===== src/rtl/framed_spi_host_tx.sv =====
module framed_spi_host_tx #(
  parameter int CHAR_W = 8,
  parameter int GAP_W  = 6
) (
  input  logic              clk,
  input  logic              rst_n,
  input  logic              baud_tick,
  input  logic              run,
  input  logic              cfg_fs_pol,
  input  logic              cfg_fs_level,
  input  logic              cfg_fs_coincide,
  input  logic              cfg_ign_underrun,
  input  logic [GAP_W-1:0]  cfg_gap,
  input  logic              urun_clr,
  input  logic [CHAR_W-1:0] in_data,
  input  logic              in_valid,
  output logic              in_ready,
  output logic              sck,
  output logic              mosi,
  output logic              fsync,
  output logic              underrun,
  output logic              busy
);

  localparam int PH_W = $clog2(2 * CHAR_W);
  localparam logic [PH_W-1:0] PH_LAST = PH_W'(2 * CHAR_W - 1);

  typedef enum logic [1:0] {S_IDLE, S_LEAD, S_SHIFT, S_GAP} st_t;

  st_t               state;
  logic [PH_W-1:0]   ph;
  logic [GAP_W-1:0]  gcnt;
  logic [CHAR_W-1:0] shreg;
  logic              uflag;
  logic              fs_act;

  wire at_end = (state == S_SHIFT) && (ph == PH_LAST);
  wire slot   = baud_tick && run &&
                ((state == S_IDLE) || (state == S_GAP && gcnt == GAP_W'(1)) ||
                 (at_end && cfg_gap == '0));
  wire take   = in_ready && in_valid;

  assign in_ready = slot && (cfg_ign_underrun || !uflag);
  assign sck      = (state == S_SHIFT) && ph[0];
  assign mosi     = (state == S_SHIFT || state == S_LEAD) && shreg[CHAR_W-1];
  assign fsync    = fs_act ^ cfg_fs_pol;
  assign underrun = uflag;
  assign busy     = (state != S_IDLE);

  always_comb begin
    fs_act = 1'b0;
    if (state == S_LEAD)
      fs_act = 1'b1;
    else if (state == S_SHIFT) begin
      if (cfg_fs_coincide)
        fs_act = cfg_fs_level ? (ph != '0) : (ph == PH_W'(1) || ph == PH_W'(2));
      else
        fs_act = cfg_fs_level ? 1'b1 : (ph == '0);
    end
  end

  always_ff @(posedge clk or negedge rst_n) begin
    if (!rst_n) begin
      state <= S_IDLE;
      ph    <= '0;
      gcnt  <= '0;
      shreg <= '0;
      uflag <= 1'b0;
    end else begin
      if (slot && !in_valid)
        uflag <= 1'b1;
      else if (urun_clr)
        uflag <= 1'b0;

      if (baud_tick) begin
        if (slot) begin
          shreg <= take ? in_data : '0;
          ph    <= '0;
          state <= cfg_fs_coincide ? S_SHIFT : S_LEAD;
        end else begin
          case (state)
            S_LEAD: state <= S_SHIFT;
            S_SHIFT: begin
              if (ph == PH_LAST) begin
                if (cfg_gap != '0) begin
                  state <= S_GAP;
                  gcnt  <= cfg_gap;
                end else begin
                  state <= S_IDLE;
                end
              end else begin
                ph <= ph + PH_W'(1);
                if (ph[0])
                  shreg <= {shreg[CHAR_W-2:0], 1'b0};
              end
            end
            S_GAP: begin
              if (gcnt == GAP_W'(1))
                state <= S_IDLE;
              else
                gcnt <= gcnt - GAP_W'(1);
            end
            default: ;
          endcase
        end
      end
    end
  end

  a_r1_idle_outputs: assert property (@(posedge clk) disable iff (!rst_n)
    !busy |-> (!sck && !mosi && fsync == cfg_fs_pol));

  a_r2_mosi_steady_high: assert property (@(posedge clk) disable iff (!rst_n)
    (sck && $past(sck)) |-> $stable(mosi));

  a_r5_level_covers_sck: assert property (@(posedge clk) disable iff (!rst_n)
    (cfg_fs_level && sck) |-> (fsync != cfg_fs_pol));

  a_r9_flag_sticky: assert property (@(posedge clk) disable iff (!rst_n)
    (underrun && !urun_clr) |=> underrun);

  a_r12_one_take: assert property (@(posedge clk) disable iff (!rst_n)
    (in_ready && in_valid) |=> !(in_ready && in_valid));

endmodule


===== config.mk =====
export PLATFORM = sky130hd
export DESIGN_NAME = framed_spi_host_tx
export DESIGN_NICKNAME = d
export VERILOG_FILES = /design/src/rtl/framed_spi_host_tx.sv
export SDC_FILE = /design/constraint.sdc
export NUM_CORES = 1
export LEC_CHECK = 0
export BUFFER_PORTS_ARGS = -buffer_cell sky130_fd_sc_hd__buf_4
export CAP_MARGIN = 0
export CORE_ASPECT_RATIO = 1.4
export CORE_MARGIN = 2
export CORE_UTILIZATION = 55
export DETAILED_ROUTE_END_ITERATION = 8
export GPL_ROUTABILITY_DRIVEN = 0
export PLACE_DENSITY = 0.8
export SLEW_MARGIN = 10
export SYNTH_ARGS = -nofsm -noshare
export SYNTH_HDL_FRONTEND = slang
export SYNTH_SLANG_ARGS = --single-unit

===== constraint.sdc =====
create_clock -name clk -period 3.5 [get_ports clk]
set_input_delay 0.35 -clock clk [delete_from_list [all_inputs] [get_ports clk]]
set_output_delay 0.35 -clock clk [all_outputs]
set_load 0.02 [all_outputs]

==> flow_summary.ini, run 1 <==
[synthesis]
yosysWarnings = 0
synthXorXnorAreaFrac_pct = 2.50
synth_top_area_share_pct = 37.5
synth-adder-area-share_pct = 8.93
synth_cell_type_count = 41
synth_top_family_by_area = simple AND/OR/NAND/NOR gates
netlist_instances = 152
synth_flop_cell = dfrtp_1
yosysMostFrequentCell = dfrtp_1
ys_seq_elements = 21
ys_seq_area_share_pct = 37.5
synth.largest_area_cell = dfrtp_1
synthMuxAreaShare_pct = 7.14
yosys.area_share.simple_pct = 19.5
syn_nets = 186
async_flop_share_pct = 100
syn_area_um2 = 1400
yosys-top-cells-area = dfrtp_1 38%, ha_1 8.9%, mux2i_1 7.1%, inv_1 3.8%, nor2_1 3.8%
synth_edf_count = 0
avgSynthCellArea_um2 = 9.22
synth_commonest_cells = 21 x dfrtp_1, 14 x inv_1, 14 x nor2_1
synth_compound_area_share_pct = 17.6

[sta]
timing.fmax_ghz = 0.323
drv_slew = 0
tns_ps = 0
worst_slew_pin_slew_ps = 896
finClkSkew_ps = 1.15
setup_viol = 0
rsz0062_at_grt = no
hold_viol_final = 0
period_share_pct = 88.3
final.min_clock_period_ps = 3090
relSlewSlack_pct = 40.2

[critical_path]
crit_path_end_kind = primary output
path_class = register to primary output
cp_max_fo = 25
cp.arrival_ps = 2740
start_kind = register
required_ps = 3150

[drt]
vias = 1176
via_per_inst = 5.50
dr.pass1.iters = 4
postRouteAntennaNets = 0
drt_iter0_drc = 17
wl_um = 2730
drcViolationCount = 0
post_drt_wl_per_cell_um = 12.7

[hold_path]
hold_class = primary input to register

[cts]
cts_buffers = 3
clock-sinks = 21
cts_resized = 0
cts_tree = done
clk_pin_slew_worst_paths_ps = 110
cts-root-buf = clkbuf_4
clockBufferDepth = 2
clk_latency_ps = 290
htree_levels = 1

[global_route]
antenna_found_initial = 0
grt_pass1_wl_um = 4670
grt_usage_pct = 20.9
grt_pass1_vias = 1148
overflow = 0
grt_max_degree = 26

[power]
swShare_pct = 42.1
p_comb_share_pct = 48.9
power_leakage_uw = 0.000817
total_power_uw = 1060
ir_worst_vdd_v = 0.000362
power.switching_uw = 447
clkPwrFrac_pct = 10.7
internal-power_uw = 614
seqPwrFrac_pct = 40.4
power.density_nw_per_um2 = 638

[placement]
port-buffer-count = 29
hpwl_um = 2100

[run]
cap_viol_max_count = 0

[final_layout]
n_antenna_cell = 0
nets = 215
drive_gt1_share_pct = 20.6
fillCellCount = 210
syn2layout_area_growth_pct = 18.6

[floorplanning]
die_width_um = 46.7
dieArea_um2 = 2970
start_util_pct = 58.0
num_rows = 21
core_um2 = 2420
die_h_um = 63.7
ioPinCount = 30

[outcome]
outcome = finished, final reports clean
## through the flow
step           cell area (um^2)  utilization (%)  hold slack, ps  instances  setup WS (ps)
2_1_floorplan              1400                -            54.4        152           1100
3_3_place_gp               1630             67.2             248        209            911
3_5_place_dp               1630             67.2             250        209            781
4_1_cts                    1660             68.7             201        214            411
5_1_grt                    1660             68.7             202        214            115
6_report                   1660             68.7             216        214            408
## sequential cells by signal (all words and copies together) (netlist names)
| signal | count |
|---|---|
| ph | 4 |
| gcnt | 6 |
| underrun | 1 |
| shreg | 8 |
| state | 2 |
## repair_timing
action / CTS / global route
hold buffers: 1 / 0
hold endpoints to repair: 21 / 0
setup buffers: 0 / 0
## routing by layer
layer | routed length, um | up-vias | global-route usage (%)
met5 | 0 | - | 0
met3 | 83 | 4 | 1.72
li1 | - | 593 | -
met2 | 1470 | 26 | 36.6
met1 | 1130 | 553 | 24.9
met4 | 36 | 0 | 8.33
## cell type report
| cell class | instances | area, um^2 | area share, % |
|---|---|---|---|
| inverter | 14 | 52.6 | 3.16 |
| multi-input combinational | 110 | 779 | 46.9 |
| sequential | 21 | 526 | 31.6 |
| tap | 34 | 42.5 | 2.56 |
| clock buffer | 4 | 26.3 | 1.58 |
| timing repair buffer | 31 | 235 | 14.2 |
## critical path, stage by stage (launching register included)
cell	delay [ps]
dfrtp_1	420
ha_1	560
nor4b_1	410
nand3b_1	220
a31oi_4	210
buf_4	270
inv_1	80
a21oi_1	120
buf_4	150
## final timing paths
path,start,end,slack (ps),depth (start not counted)
worst min-delay path,in_valid,underrun,220,2
worst min register to register,shreg[0],shreg[0],540,2
worst max register to register,state[0],gcnt[5],890,6
min in group asynchronous,rst_n,gcnt[0],460,2
worst max-delay path,state[0],in_ready,410,8
max in group asynchronous,rst_n,state[1],2830,2
## power by group through the flow
stage | sequential, uW | clock [uW] | combinational [uW]
floorplan | 410 | 0 | 390
global placement | 425 | 0 | 498
detailed placement | 433 | 0 | 520
CTS | 427 | 121 | 524
global route | 444 | 127 | 589
finish | 428 | 113 | 519
## cell usage in the layout, fill, tap and decap left out, drive strengths merged, types with 2 or more instances in the layout
cell and n:
buf 30, dfrtp 21, inv 14, nor2 14, nand3 10, mux2i 10, ha 10, nand2 9
o21ai 9, a21oi 8, o22a 4, clkbuf 4, nor2b 3, a31oi 3, nand4 2, and2 2
o31ai 2, xnor2 2, xor2 2, or3 2
## cells by family after synthesis
kind of cell | Yosys count
muxes | 10
adders and majority gates | 10
DFF | 21
xor gates and xnor gates | 4
AOI/OAI and AO/OA | 35
buffers and inverters | 21
and+or+nand+nor | 51
Power figures use the tool's default switching activity.
==> run 2: changes to the inputs <==
--- a/config.mk
+++ b/config.mk
@@ -13,6 +13,7 @@
 export DETAILED_ROUTE_END_ITERATION = 8
 export GPL_ROUTABILITY_DRIVEN = 0
 export PLACE_DENSITY = 0.8
+export REMOVE_ABC_BUFFERS = 1
 export SLEW_MARGIN = 10
 export SYNTH_ARGS = -nofsm -noshare
 export SYNTH_HDL_FRONTEND = slang
==> run 2 against run 1 <==
  * Combinational power grew 3%
  * Highest routed layer unchanged
  * Critical path type unchanged
  * Core utilization increased by 0.36 points
  * Non-clock buffer count is 1 higher
  * Via count increased by 3.0%
  * Power up 2.2%
  * Clock power grew 8%
==> flow_summary.ini, run 2 (synthesized netlist as in run 1, its figures left out) <==
[outcome]
outcome = finished, final reports clean

[cts]
cts-root-buf = clkbuf_4
clock-sinks = 21
cts_tree = done
clk_latency_ps = 310
clockBufferDepth = 2
htree_levels = 1
clk_pin_slew_worst_paths_ps = 120
cts_buffers = 3

[critical_path]
crit_buf_inv = 4
cp_max_fo = 25
cp_slowest_cell = or4b_4
required_ps = 3150
cp_cell_sequence = inv_1 -> ha_1 -> nand4_1 -> or4b_4 -> a31oi_4 -> buf_4 -> inv_1 -> a21oi_1 -> buf_4
critical-path-top-delay-family = simple AND/OR/NAND/NOR gates
critical_path.startpoint = state[0]
start_kind = register
crit_path_end_kind = primary output
max_stage_delay_ps = 550
path_class = register to primary output
r2r_start = state[1]
cp.arrival_ps = 2720

[sta]
timing.fmax_ghz = 0.326
finClkSkew_ps = 3.84
worst_slew_pin_slew_ps = 941
hold_viol_final = 0
rsz0062_at_grt = no
final.min_clock_period_ps = 3070
tns_ps = 0
relSlewSlack_pct = 37.2
period_share_pct = 87.7
setup_viol = 0
drv_slew = 0
holdWs_ps = 208

[final_layout]
largest_register = shreg
layout_commonest_cell = buf_4
nets = 216
drive_gt1_share_pct = 21.5
reg_top3 = shreg x8, gcnt x6, ph x4
fillCellCount = 206
final_cell_mix = 31 x buf_4, 21 x dfrtp_1, 14 x inv_1, 14 x nor2_1
n_antenna_cell = 0
regArea_um2 = 526
syn2layout_area_growth_pct = 19.2
multiInputGateArea_um2 = 779
largest_register_ffs = 8

[global_route]
grt_pass1_vias = 1183
grt_max_degree = 26
grt_usage_pct = 23.1
grt_pass1_wl_um = 5050
overflow = 0
antenna_found_initial = 0

[floorplanning]
die_width_um = 46.7
core_um2 = 2420
ioPinCount = 30
dieArea_um2 = 2970
start_util_pct = 58.0
die_h_um = 63.7
num_rows = 21

[drt]
wl_um = 3080
postRouteAntennaNets = 0
drcViolationCount = 0
post_drt_wl_per_cell_um = 14.3
vias = 1211
drt_iter0_drc = 29
dr.pass1.iters = 4
via_per_inst = 5.63

[power]
power_leakage_uw = 0.000825
total_power_uw = 1080
power.density_nw_per_um2 = 649
ir_worst_vdd_v = 0.000430

[hold_path]
hp-start = in_valid
hold_class = primary input to register

[run]
cap_viol_max_count = 0

[placement]
hpwl_um = 2330
port-buffer-count = 29
-- run 2: area by class of cell --
type / count / share of cell area [%]
multi-input cells: 110 / 46.7
well taps: 34 / 2.55
repair buffers: 32 / 14.5
clock buffers: 3 / 1.35
flip-flops and latches: 21 / 31.5
inverters: 14 / 3.15
clock inverters: 1 / 0.300
-- run 2: where the power goes --
part	internal (uW)	switching, uW
logic	237	297
clock network	42.8	79.5
registers	336	91.4
-- run 2: routing by layer --
layer | vias up | global-route usage [%] | part of all wire (%)
li1 | 594 | - | -
met1 | 579 | 26.0 | 41
met2 | 29 | 41.7 | 54
met3 | 9 | 2.58 | 3.1
met4 | 0 | 9.03 | 2.0
met5 | - | 0 | 0
-- run 2: repair_timing --
action,in CTS,in global routing
gates resized for setup,0,0
hold buffers,1,0
buffers inserted,0,0
endpoints found under the hold margin,21,0
-- run 2: metrics by stage --
step | worst slack (ps) | instance area [um^2] | util [%] | instances
5_1_grt | 259 | 1670 | 69.1 | 215
2_1_floorplan | 868 | 1360 | - | 145
3_5_place_dp | 817 | 1630 | 67.5 | 210
4_1_cts | 452 | 1670 | 69.1 | 215
3_3_place_gp | 925 | 1630 | 67.5 | 210
6_report | 432 | 1670 | 69.1 | 215
-- run 2: worst paths after layout --
check                      endpoint  cells after the start  slack, ps
min in group asynchronous  state[0]                      2        440
max reg2reg                 gcnt[5]                      7       1060
min reg2reg                shreg[0]                      2        540
max in group asynchronous  shreg[7]                      2       2840
max                        in_ready                      9        430
min                        underrun                      2        210
==> run 3: changes to the inputs <==
--- a/config.mk
+++ b/config.mk
@@ -7,12 +7,14 @@
 export LEC_CHECK = 0
 export BUFFER_PORTS_ARGS = -buffer_cell sky130_fd_sc_hd__buf_4
 export CAP_MARGIN = 0
+export CELL_PAD_IN_SITES_DETAIL_PLACEMENT = 0
+export CELL_PAD_IN_SITES_GLOBAL_PLACEMENT = 1
 export CORE_ASPECT_RATIO = 1.4
 export CORE_MARGIN = 2
-export CORE_UTILIZATION = 55
+export CORE_UTILIZATION = 43
 export DETAILED_ROUTE_END_ITERATION = 8
 export GPL_ROUTABILITY_DRIVEN = 0
-export PLACE_DENSITY = 0.8
+export PLACE_DENSITY = 0.83
 export REMOVE_ABC_BUFFERS = 1
 export SLEW_MARGIN = 10
 export SYNTH_ARGS = -nofsm -noshare
==> run 3 against run 2 <==
  * Setup slack improved by 280 ps
  * Sequential power increased by 2%
  * Routed wire length fell by 4.5%
  * Combinational power shrank 4.1%
==> flow_summary.ini, run 3 (synthesized netlist as in run 1, its figures left out) <==
[critical_path]
r2r_start = state[0]
cp.arrival_ps = 2440
reg2regPathDepth = 6
cp_max_fo = 19
critical_path.startpoint = state[0]
r2r_end = gcnt[5]
start_kind = register
cp_cell_sequence = ha_1 -> nor4b_1 -> nand3b_1 -> a31oi_4 -> inv_1 -> a21oi_1 -> buf_4
path_class = register to primary output
crit_end = in_ready
required_ps = 3150
max_stage_delay_ps = 560
cp_slowest_cell = ha_1
crit_path_end_kind = primary output
rrSetupSlack_ps = 910

[sta]
holdWs_ps = 259
drv_slew = 0
setup_viol = 0
finalWorstSetupSlack_ps = 711
finClkSkew_ps = 3.51
hold_viol_final = 0
relSlewSlack_pct = 39.3
final.min_clock_period_ps = 2790
period_share_pct = 79.7
worst_slew_pin_slew_ps = 910
tns_ps = 0
rsz0062_at_grt = no
timing.fmax_ghz = 0.358

[power]
ir_worst_vdd_v = 0.000399
p_comb_share_pct = 46.4
swShare_pct = 41.2
clkPwrFrac_pct = 14.2
power.switching_uw = 455
seqPwrFrac_pct = 39.3
power_leakage_uw = 0.000827
internal-power_uw = 648
power.density_nw_per_um2 = 653

[floorplanning]
dieArea_um2 = 3740
die_width_um = 52.2
ioPinCount = 30
start_util_pct = 44.9
die_h_um = 71.5
num_rows = 24
core_um2 = 3120

[cts]
clk_latency_ps = 260
cts_setup_buffers = 0
clockBufferDepth = 2
cts-root-buf = clkbuf_8
cts_resized = 0
clock-sinks = 21
cts_buffers = 3
cts_tree = done
clk_pin_slew_worst_paths_ps = 80
htree_levels = 1

[global_route]
overflow = 0
grt_usage_pct = 17.3
grt_pass1_vias = 1184
antenna_found_initial = 0
grt_pass1_wl_um = 5020
grt_max_degree = 25

[final_layout]
nets = 215
drive_gt1_share_pct = 21.1
fillCellCount = 300
largest_register = shreg
postLayoutCoreUtil_pct = 54.0
layout_commonest_cell = buf_4
reg_top3 = shreg x8, gcnt x6, ph x4
largest_register_ffs = 8
fin_area_um2 = 1690
syn2layout_area_growth_pct = 20.4
final_cell_mix = 30 x buf_4, 21 x dfrtp_1, 14 x inv_1, 14 x nor2_1
n_antenna_cell = 0

[placement]
post-place-ws_ps = 906
place_area_um2 = 1630
port-buffer-count = 29
hpwl_um = 2300

[drt]
via_per_inst = 5.43
dr.pass1.iters = 4
postRouteAntennaNets = 0
drt_iter0_drc = 31
wl_um = 2950
post_drt_wl_per_cell_um = 13.5
vias = 1190
drcViolationCount = 0

[hold_path]
hold_class = primary input to register

[outcome]
outcome = finished, final reports clean

[run]
cap_viol_max_count = 0
-- run 3: critical path: cells and delay by family, from the launching register on --
family,cells,cell delay [ps]
AO/OA/AOI/OAI,2,360
adder cells (fa/ha/maj),1,560
buffers and inverters,2,230
flip-flops,1,400
AND/OR/NAND/NOR,2,630
-- run 3: routing by layer --
metal  track usage (%)  vias to the layer above  wire length, um
met5                 0                        -                0
met4              4.56                        0               19
met3              2.71                        2               99
met2              30.9                       27             1550
met1              21.2                      569             1270
li1                  -                      592                -
-- run 3: power by group through the flow --
stage | registers, uW | logic (uW) | clock network, uW
6_report | 434 | 512 | 157
5_1_grt | 449 | 580 | 177
4_1_cts | 432 | 521 | 164
3_5_place_dp | 437 | 517 | 0
3_3_place_gp | 426 | 502 | 0
2_1_floorplan | 410 | 370 | 0
-- run 3: through the flow --
stage               cells  total power, uW
global placement      214              928
detailed placement    214              955
finish                219             1100
global route          219             1210
floorplan             145              780
CTS                   219             1120
-- run 3: how the worst min path moves through the flow --
stage | startpoint | to | slack, ps | cells past startpoint
3_3_place_gp | rst_n | gcnt[0] | 250 | 1
6_report | in_valid | underrun | 260 | 2
4_1_cts | urun_clr | underrun | 260 | 2
5_1_grt | in_valid | underrun | 260 | 2
2_1_floorplan | rst_n | gcnt[0] | 50 | 0
3_5_place_dp | rst_n | gcnt[0] | 250 | 1
-- run 3: cell type report --
type                    count  area [um^2]  area share (%)
clock buffers               3         41.3            2.45
clock inverters             1         5.00           0.297
inverters                  14         52.6            3.11
multi-input cells         110          779            46.2
flip-flops and latches     21          526            31.1
well taps                  39         48.8            2.89
repair buffers             31          235            13.9
-- run 3: timing repair --
item | 4_1_cts | 5_1_grt
setup endpoints to repair | 0 | 0
hold buffers | 1 | 0
hold endpoints to repair | 21 | 0
